<file path="src/rtl/sdcm_pkg.sv">
package sdcm_pkg;

    typedef enum logic [3:0] {
        CMD_NOP      = 4'd0,
        CMD_DESEL    = 4'd1,
        CMD_ACT      = 4'd2,
        CMD_READ     = 4'd3,
        CMD_WRITE    = 4'd4,
        CMD_PRE      = 4'd5,
        CMD_BST      = 4'd6,
        CMD_MRS      = 4'd7,
        CMD_AREF     = 4'd8,
        CMD_SREF_IN  = 4'd9,
        CMD_SREF_OUT = 4'd10,
        CMD_PDN_IN   = 4'd11,
        CMD_PDN_OUT  = 4'd12,
        CMD_IGNORED  = 4'd13,
        CMD_BAD      = 4'd14
    } sdcm_cmd_e;

    typedef enum logic [1:0] {
        MODE_NORMAL  = 2'd0,
        MODE_SELFREF = 2'd1,
        MODE_PWRDN   = 2'd2
    } sdcm_mode_e;

    typedef enum logic [1:0] {
        BANK_IDLE = 2'b00,
        BANK_OPEN = 2'b01
    } sdcm_bank_e;

    typedef enum logic [3:0] {
        PAT_NOP,
        PAT_BST,
        PAT_READ,
        PAT_WRITE,
        PAT_ACT,
        PAT_PRE,
        PAT_REF,
        PAT_MRS,
        PAT_DESEL
    } sdcm_pat_e;

endpackage

</file>
<file path="src/rtl/sdcm_decode.sv">
module sdcm_decode
    import sdcm_pkg::*;
(
    input  logic      cs_n,
    input  logic      ras_n,
    input  logic      cas_n,
    input  logic      we_n,
    output sdcm_pat_e pat_o
);

    always_comb begin
        if (cs_n) begin
            pat_o = PAT_DESEL;
        end else begin
            unique case ({ras_n, cas_n, we_n})
                3'b111:  pat_o = PAT_NOP;
                3'b110:  pat_o = PAT_BST;
                3'b101:  pat_o = PAT_READ;
                3'b100:  pat_o = PAT_WRITE;
                3'b011:  pat_o = PAT_ACT;
                3'b010:  pat_o = PAT_PRE;
                3'b001:  pat_o = PAT_REF;
                default: pat_o = PAT_MRS;
            endcase
        end
    end

endmodule

</file>
<file path="src/rtl/sdcm_policy.sv">
module sdcm_policy
    import sdcm_pkg::*;
#(
    parameter int NUM_BANKS = 4,
    localparam int BA_W     = $clog2(NUM_BANKS)
) (
    input  sdcm_pat_e              pat_i,
    input  logic                   cke_prev_i,
    input  logic                   cke_i,
    input  sdcm_mode_e             mode_i,
    input  logic [NUM_BANKS-1:0]   bank_open_i,
    input  logic [BA_W-1:0]        ba_i,
    input  logic                   a10_i,
    output sdcm_cmd_e              code_o,
    output logic                   illegal_o,
    output logic [NUM_BANKS-1:0]   open_o,
    output logic [NUM_BANKS-1:0]   close_o,
    output sdcm_mode_e             mode_o
);

    logic [NUM_BANKS-1:0] sel;
    logic                 any_open;
    logic                 tgt_open;
    logic                 quiet_pat;

    for (genvar g = 0; g < NUM_BANKS; g++) begin : g_sel
        assign sel[g] = (ba_i == BA_W'(g));
    end

    assign any_open  = |bank_open_i;
    assign tgt_open  = |(bank_open_i & sel);
    assign quiet_pat = (pat_i == PAT_DESEL) || (pat_i == PAT_NOP);

    always_comb begin
        code_o    = CMD_BAD;
        illegal_o = 1'b0;
        open_o    = '0;
        close_o   = '0;
        mode_o    = mode_i;
        if (mode_i != MODE_NORMAL) begin
            if (!cke_prev_i && cke_i && quiet_pat) begin
                code_o = (mode_i == MODE_SELFREF) ? CMD_SREF_OUT : CMD_PDN_OUT;
                mode_o = MODE_NORMAL;
            end else begin
                code_o = CMD_IGNORED;
            end
        end else if (!cke_prev_i) begin
            code_o    = CMD_BAD;
            illegal_o = 1'b1;
        end else if (!cke_i) begin
            if (pat_i == PAT_REF) begin
                code_o = CMD_SREF_IN;
                if (any_open) illegal_o = 1'b1;
                else          mode_o    = MODE_SELFREF;
            end else if (quiet_pat) begin
                code_o = CMD_PDN_IN;
                mode_o = MODE_PWRDN;
            end else begin
                code_o    = CMD_BAD;
                illegal_o = 1'b1;
            end
        end else begin
            unique case (pat_i)
                PAT_DESEL: code_o = CMD_DESEL;
                PAT_NOP:   code_o = CMD_NOP;
                PAT_ACT: begin
                    code_o = CMD_ACT;
                    if (tgt_open) illegal_o = 1'b1;
                    else          open_o    = sel;
                end
                PAT_READ, PAT_WRITE: begin
                    code_o = (pat_i == PAT_READ) ? CMD_READ : CMD_WRITE;
                    if (!tgt_open)  illegal_o = 1'b1;
                    else if (a10_i) close_o   = sel;
                end
                PAT_PRE: begin
                    code_o  = CMD_PRE;
                    close_o = a10_i ? '1 : sel;
                end
                PAT_BST: begin
                    code_o = CMD_BST;
                    if (!any_open) illegal_o = 1'b1;
                end
                PAT_MRS: begin
                    code_o = CMD_MRS;
                    if (any_open) illegal_o = 1'b1;
                end
                default: begin
                    code_o = CMD_AREF;
                    if (any_open) illegal_o = 1'b1;
                end
            endcase
        end
    end

endmodule

</file>
<file path="src/rtl/sdcm_bank.sv">
module sdcm_bank
    import sdcm_pkg::*;
(
    input  logic clk,
    input  logic rst_n,
    input  logic open_i,
    input  logic close_i,
    output logic active_o
);

    sdcm_bank_e state_d, state_q;

    always_comb begin
        state_d = state_q;
        if (open_i)       state_d = BANK_OPEN;
        else if (close_i) state_d = BANK_IDLE;
    end

    always_ff @(posedge clk) begin
        if (!rst_n) state_q <= BANK_IDLE;
        else        state_q <= state_d;
    end

    assign active_o = (state_q == BANK_OPEN);

    // the policy only opens a bank that is currently idle
    a_r4_open_from_idle: assert property (@(posedge clk) disable iff (!rst_n)
        open_i |-> (state_q == BANK_IDLE));

    // open and close are never requested together
    a_r6_no_open_close: assert property (@(posedge clk) disable iff (!rst_n)
        !(open_i && close_i));

endmodule

</file>
<file path="src/rtl/sdram_cmd_monitor.sv">
module sdram_cmd_monitor
    import sdcm_pkg::*;
#(
    parameter int NUM_BANKS = 4,
    localparam int BA_W     = $clog2(NUM_BANKS)
) (
    input  logic                 clk,
    input  logic                 rst_n,
    input  logic                 cs_n,
    input  logic                 ras_n,
    input  logic                 cas_n,
    input  logic                 we_n,
    input  logic                 cke_i,
    input  logic                 dqm_i,
    input  logic [BA_W-1:0]      ba_i,
    input  logic                 a10_i,
    output logic [3:0]           cmd_code_o,
    output logic [NUM_BANKS-1:0] bank_active_o,
    output logic [1:0]           dev_mode_o,
    output logic                 data_oe_o,
    output logic                 wr_mask_o,
    output logic                 illegal_o
);

    typedef struct packed {
        logic       cke_prev;
        sdcm_cmd_e  code;
        sdcm_mode_e mode;
        logic       oe;
        logic       mask;
        logic       bad;
    } mon_t;

    mon_t mon_d, mon_q;

    sdcm_pat_e            pat;
    sdcm_cmd_e            pol_code;
    sdcm_mode_e           pol_mode;
    logic                 pol_bad;
    logic [NUM_BANKS-1:0] open_v;
    logic [NUM_BANKS-1:0] close_v;
    logic [NUM_BANKS-1:0] bank_q;

    sdcm_decode u_decode (
        .cs_n  (cs_n),
        .ras_n (ras_n),
        .cas_n (cas_n),
        .we_n  (we_n),
        .pat_o (pat)
    );

    sdcm_policy #(.NUM_BANKS(NUM_BANKS)) u_policy (
        .pat_i       (pat),
        .cke_prev_i  (mon_q.cke_prev),
        .cke_i       (cke_i),
        .mode_i      (mon_q.mode),
        .bank_open_i (bank_q),
        .ba_i        (ba_i),
        .a10_i       (a10_i),
        .code_o      (pol_code),
        .illegal_o   (pol_bad),
        .open_o      (open_v),
        .close_o     (close_v),
        .mode_o      (pol_mode)
    );

    for (genvar g = 0; g < NUM_BANKS; g++) begin : g_bank
        sdcm_bank u_bank (
            .clk      (clk),
            .rst_n    (rst_n),
            .open_i   (open_v[g]),
            .close_i  (close_v[g]),
            .active_o (bank_q[g])
        );
    end

    always_comb begin
        mon_d          = mon_q;
        mon_d.cke_prev = cke_i;
        mon_d.code     = pol_code;
        mon_d.mode     = pol_mode;
        mon_d.bad      = pol_bad;
        mon_d.oe       = (|bank_q) & ~dqm_i;
        mon_d.mask     = (|bank_q) & dqm_i;
    end

    always_ff @(posedge clk) begin
        if (!rst_n) begin
            mon_q <= '{cke_prev: 1'b1, code: CMD_NOP, mode: MODE_NORMAL,
                       oe: 1'b0, mask: 1'b0, bad: 1'b0};
        end else begin
            mon_q <= mon_d;
        end
    end

    assign cmd_code_o    = mon_q.code;
    assign bank_active_o = bank_q;
    assign dev_mode_o    = mon_q.mode;
    assign data_oe_o     = mon_q.oe;
    assign wr_mask_o     = mon_q.mask;
    assign illegal_o     = mon_q.bad;

    // a flagged command leaves bank and mode state as it was
    a_r11_illegal_freezes: assert property (@(posedge clk) disable iff (!rst_n)
        illegal_o |-> (bank_active_o == $past(bank_active_o)) &&
                      (dev_mode_o == $past(dev_mode_o)));

    // output enable and write mask never both high
    a_r12_oe_mask_exclusive: assert property (@(posedge clk) disable iff (!rst_n)
        !(data_oe_o && wr_mask_o));

    // self refresh is only ever held with every bank idle
    a_r8_selfref_idle: assert property (@(posedge clk) disable iff (!rst_n)
        (dev_mode_o == 2'd1) |-> (bank_active_o == '0));

    // ignored low-power cycles are silent and change nothing
    a_r10_ignored_quiet: assert property (@(posedge clk) disable iff (!rst_n)
        (cmd_code_o == 4'd13) |-> !illegal_o && $stable(bank_active_o) &&
                                  $stable(dev_mode_o));

    // deselect is never reported as illegal
    a_r3_desel_legal: assert property (@(posedge clk) disable iff (!rst_n)
        (cmd_code_o == 4'd1) |-> !illegal_o);

endmodule

</file>
<file path="config.mk">
export PLATFORM = sky130hd
export DESIGN_NAME = sdram_cmd_monitor
export DESIGN_NICKNAME = d
export VERILOG_FILES = /design/src/rtl/sdcm_pkg.sv /design/src/rtl/sdcm_decode.sv /design/src/rtl/sdcm_policy.sv /design/src/rtl/sdcm_bank.sv /design/src/rtl/sdram_cmd_monitor.sv
export SDC_FILE = /design/constraint.sdc
export NUM_CORES = 1
export LEC_CHECK = 0
export BUFFER_PORTS_ARGS = -buffer_cell sky130_fd_sc_hd__buf_4
export CORE_MARGIN = 2
export CORE_UTILIZATION = 55
export DETAILED_ROUTE_END_ITERATION = 10
export GPL_TIMING_DRIVEN = 0
export PLACE_DENSITY = 0.94
export SKIP_CTS_REPAIR_TIMING = 1
export SLEW_MARGIN = 20
export SYNTH_ARGS = -nofsm -noshare
export SYNTH_HDL_FRONTEND = slang
export SYNTH_SLANG_ARGS = --single-unit
export TNS_END_PERCENT = 5
</file>
<file path="constraint.sdc">
create_clock -name clk -period 4.4 [get_ports clk]
set_clock_uncertainty 0.15 [all_clocks]
set_input_delay 0.22 -clock clk [delete_from_list [all_inputs] [get_ports clk]]
set_output_delay 0.22 -clock clk [all_outputs]
set_load 0.05 [all_outputs]
</file>
; Word-level counts from Yosys, hierarchy flattened
; Index checks and enable logic that the tools add are counted.
[op_classes]
mux = 47
n_eq_ne = 22
n_reduce_logical = 19
bitwise_logic = 5
[op_table]
columns = operator, n
row1 = 4-bit 2-to-1 mux, 17
row2 = 4-bit one-hot mux with 7 select lines, 1
row3 = 3-bit one-hot mux with 7 select lines, 1
row4 = "4-bit by 3-bit equality test with 1-bit output, second input constant", 4
row5 = 1-bit 2-to-1 mux, 16
row6 = 2-bit 2-to-1 mux, 7
row7 = "3-bit equality test, second input constant", 4
row8 = 2-bit nonzero test, 6
row9 = 3-bit 2-to-1 mux, 3
row10 = "4-bit by 2-bit equality test with 1-bit output, second input constant", 2
row11 = 4-bit one-hot mux with 2 select lines, 1
row12 = 4-bit OR reduction, 2
row13 = "3-bit by 2-bit equality test with 1-bit output, second input constant", 2
row14 = 5-bit AND reduction, 1
row15 = 4-bit bitwise AND, 1
row16 = "2-bit by 1-bit equality test with 1-bit output, second input constant", 2
row17 = "2-bit equality test, second input constant", 2
row18 = "4-bit by 1-bit equality test with 1-bit output, second input constant", 1
row19 = "4-bit equality test, second input constant", 1
row20 = 4-bit logical NOT, 1
row21 = 1-bit one-hot mux with 4 select lines, 1
row22 = 2-bit OR reduction, 2
row23 = "3-bit by 1-bit equality test with 1-bit output, second input constant", 1
row24 = "3-bit inequality test, second input constant", 1
row25 = other kinds (10), 13
[totals]
elab_cells = 103
regBits = 14
input_bits = 11

; Depth between registers and ports, before layout
[depth]
ltp_word = 11
depth_mapped = 5
ltp_nobuf = 4

; Modules after synthesis
; Synthesis repeated with hierarchy kept, for this count alone.
[hier_totals]
hier_cells = 116
area_unflattened_um2 = 962.2
[modules_own_cells]
columns = mod, area_per_inst_um2, instances, cells_each, seq_area_each_um2
row1 = sdcm_policy, 455.4, 1, 72, 0.0
row2 = sdram_cmd_monitor, 322.8, 1, 28, 200.2
row3 = sdcm_bank, 41.3, 4, 3, 20.0
row4 = sdcm_decode, 18.8, 1, 4, 0.0

; Worst setup path before layout
; Ideal clock, no wire load.
[synth_timing]
path_type = reg2reg
from = register mon_q (netlist bit dev_mode_o[0])
to = register g_bank[0].u_bank.state_q[0]
arrival_time_ns = 1.714
stages_incl_launch_ff = 5
required_time_ns = 4.155
setup_slack_ns = 2.441
cell_sequence = dfxtp_1 -> nor2_1 -> nand3_1 -> or4_4 -> o311ai_1
[synth_via]
elab_chain_cells = 3
word_cells_on_any_way = 5
[synth_lines]
columns = item, line_no
row1 = "start, declared", sdram_cmd_monitor.sv:34  ; mon_t mon_d, mon_q;
row2 = "start signal, assigned", sdram_cmd_monitor.sv:89  ; mon_q <= '{cke_prev: 1'b1, code: CMD_NOP, mode: MODE_NORMAL,
row3 = "start signal, assigned", sdram_cmd_monitor.sv:92  ; mon_q <= mon_d;
row4 = 2-bit nonzero test (*), sdcm_policy.sv:40  ; if (mode_i != MODE_NORMAL) begin
row5 = 4-bit 2-to-1 mux, sdcm_policy.sv:40
row6 = 1-bit 2-to-1 mux / 2-bit nonzero test (equally long branches), -
row7 = "end signal, assigned", sdcm_bank.sv:21  ; else state_q <= state_d;
row8 = "end, declared", sdcm_bank.sv:11  ; sdcm_bank_e state_d, state_q;
; Every way passes the cells marked *; elsewhere a longest branch is shown, timed or not.
; A chain may end at the register's enable or synchronous reset.

; Final worst setup path
[layout_timing]
from = register g_bank[3].u_bank.state_q[0]
to = register g_bank[0].u_bank.state_q[0]
[layout_via]
elab_chain_cells = 8
word_cells_on_any_way = 14
[layout_lines]
columns = item, line_no
row1 = "start, declared", sdcm_bank.sv:11
row2 = "start signal, assigned", sdcm_bank.sv:21
row3 = 4-bit bitwise AND (*), sdcm_policy.sv:31  ; assign tgt_open = |(bank_open_i & sel);
row4 = 4-bit OR reduction (*), sdcm_policy.sv:31
row5 = 4-bit 2-to-1 mux (on tied branches), "sdcm_policy.sv:73, sdcm_policy.sv:68"
row6 = 4-bit one-hot mux with 2 select lines / 4-bit 2-to-1 mux (equally long branches), sdcm_policy.sv:63  ; unique case (pat_i)
row7 = 4-bit 2-to-1 mux, sdcm_policy.sv:50  ; end else if (!cke_i) begin
row8 = 4-bit 2-to-1 mux, sdcm_policy.sv:47  ; end else if (!cke_prev_i) begin
row9 = 4-bit 2-to-1 mux, sdcm_policy.sv:40
row10 = 2-bit nonzero test (no source line) / 1-bit 2-to-1 mux (equally long branches), -
; Marks and branches as above.

==> flow_summary.toml <==
[floorplan]
die_h_um = 44.6
num_io_pins = 24
initial_core_util_pct = 59.4
die_w_um = 44.6
die_area_um2 = 1990
core_um2 = 1520
rows = 14

[clocking]
htree_num_levels = 1
numCtsBuffers = 3
cts_sinks = 14
path_clk_slew_ps = 90
cts_tree = "done"
insertion_delay_ps = 280
clk_path_buf_depth = 2
cts-root-buf = "clkbuf_4"

[global_route]
grt_pass1_wl_mm = 3.68
antenna_found_initial = 0
grt_pass1_vias = 799
grt_max_degree = 11
grt_use_total_pct = 25.1
grt-ovfl-total = 0

[setup_path]
cp_data_arrival_time_ps = 2050
r2r_slack_ps = 2380
rr_endpoint = "g_bank[0].u_bank.state_q[0]"
endpoint = "g_bank[0].u_bank.state_q[0]"
crit_required_ps = 4430
critPathLaunch = "g_bank[3].u_bank.state_q[0]"
critPathCaptureType = "register"
critPathKind = "register to register"
cp-start-kind = "register"
r2r_cells = 3
cp_max_fo = 7
regToRegStartpoint = "g_bank[3].u_bank.state_q[0]"

[synthesis]
syn_inst = 111
synthTopCellsByCount = "dfxtp_1 (14), o211ai_1 (12), nor2_1 (10)"
synth_ff_type = "dfxtp_1"
synth_seq_area_share_pct = 30.9
synth.area.top_cells = "dfxtp_1 (31%), o211ai_1 (9.9%), nand2b_1 (4.1%), nor2_1 (4.1%), mux2i_1 (3.3%)"
ys_seq_elements = 14
avgSynthCellArea_um2 = 8.16
yosysWarnings = 0
synth_top_area_share_pct = 30.9
synth_top_area_cell = "dfxtp_1"
yosysMostFrequentCell = "dfxtp_1"
synth_cell_types = 38
synth_edf_count = 0
synth.cell_area_um2 = 906
syn_nets = 122
async_flop_share_pct = 0

[timing]
drv_slew = 0
rsz0062_at_grt = "no"
period_share_pct = 45.9
finalSetupTns_ps = 0
setup_viol = 0
slew_headroom_pct = 65.4
max_freq_mhz = 496
tightestPinTransition_ps = 514
finalHoldViolCount = 0
fin_crit_ps = 2020

[finish]
syn2layout_area_growth_pct = 23.9
fill_cells = 116
drive_gt1_share_pct = 24.3
antennaDiodeCount = 0
final_cell_area_um2 = 1120
final_nets = 148

[placed_design]
globalplace.congestion = 0.862
dpl.hpwl_mm = 1.63
numPortBuffers = 20
placed_area_um2 = 1080

[outcome]
status = "finished clean"

[detailed_routing]
first_pass_iters = 4
wl_per_cell_um = 15.2
via_count = 969
post_drt_via_cell_ratio = 6.38
first_iter_violations = 46
wirelength_mm = 2.31
post-route-drc-count = 0
ant_nets = 0

[job]
maxCapViolations = 0

[min_path]
hp-class = "input port to register"

[power_and_ir_drop]
leakage_nw = 0.453
vdd_drop_max_uv = 200
power_density_nw_per_um2 = 300
## state kept, by name, summed over array words and instances (netlist names)
| signal | cells |
|---|---|
| cmd_code_o | 4 |
| g_bank.u_bank.state_q | 4 |
| dev_mode_o | 2 |
| illegal_o | 1 |
| wr_mask_o | 1 |
| mon_q | 1 |
| data_oe_o | 1 |
## worst max-delay path, stage by stage (launching register included)
cell      delay [ps]
dfxtp_1          380
mux4_2           520
or4_4            580
o311ai_1         280
## report_power, final
group          total [mW]  switching, mW  internal, mW
logic               0.101         0.0644        0.0367
clock network      0.0929         0.0425        0.0504
registers           0.142        0.00699         0.135
total               0.336          0.114         0.222
## worst min-delay path by stage
| stage | cells past startpoint | to | start |
|---|---|---|---|
| finish | 2 | mon_q[9] | rst_n |
| global route | 2 | mon_q[9] | rst_n |
| CTS | 2 | data_oe_o | dqm_i |
| detailed placement | 2 | data_oe_o | dqm_i |
| global placement | 2 | data_oe_o | dqm_i |
| floorplan | 1 | data_oe_o | dqm_i |
## cell usage in the layout, fill, tap and decap left out, types with 4 or more instances in the layout
cell      Yosys  layout
nor2_1       10      10
buf_4         4      24
a21oi_1       4       4
o21ai_0       5       5
o211ai_1     12      12
nand2_1       8       8
nand2b_1      6       6
clkbuf_1      6       6
dfxtp_1      14      14
## per-layer routing
layer / GRT usage [%] / up-vias / wire, µm
met5: 0 / - / 0
met4: 11.5 / 0 / 60
met3: 2.45 / 9 / 147
met2: 38.8 / 58 / 1080
met1: 35.0 / 435 / 1020
li1: - / 467 / -
## cell families after synthesis
| logic type | synth area share [%] |
|---|---|
| mux | 5.80 |
| simple gates | 27.6 |
| compound gates | 26.8 |
| buf+inv | 7.87 |
| flops | 30.9 |
| xor+xnor | 0.967 |
## through the flow
stage / total power [mW] / util (%) / std cells / hold WS, ps / worst slack, ps
final: 0.336 / 73.6 / 152 / 32.4 / 2380
after global routing: 0.353 / 73.6 / 152 / 24.7 / 2260
after CTS: 0.335 / 73.0 / 151 / -58.9 / 2410
after floorplan: 0.214 / - / 111 / 142 / 2440
after global placement: 0.241 / 70.6 / 147 / 235 / 2420
after detailed placement: 0.244 / 70.6 / 147 / 241 / 2400
## layout make-up
class                   count  area [µm²]  share of cell area, %
repair buffers             21         160                   14.3
plain buffers              11        63.8                   5.69
well taps                  16        20.0                   1.78
multi-input cells          84         554                   49.4
clock buffers               4        36.3                   3.23
inverters                   2        7.51                  0.669
flip-flops and latches     14         280                   25.0
Note: power is estimated with default switching activity, not from simulation.
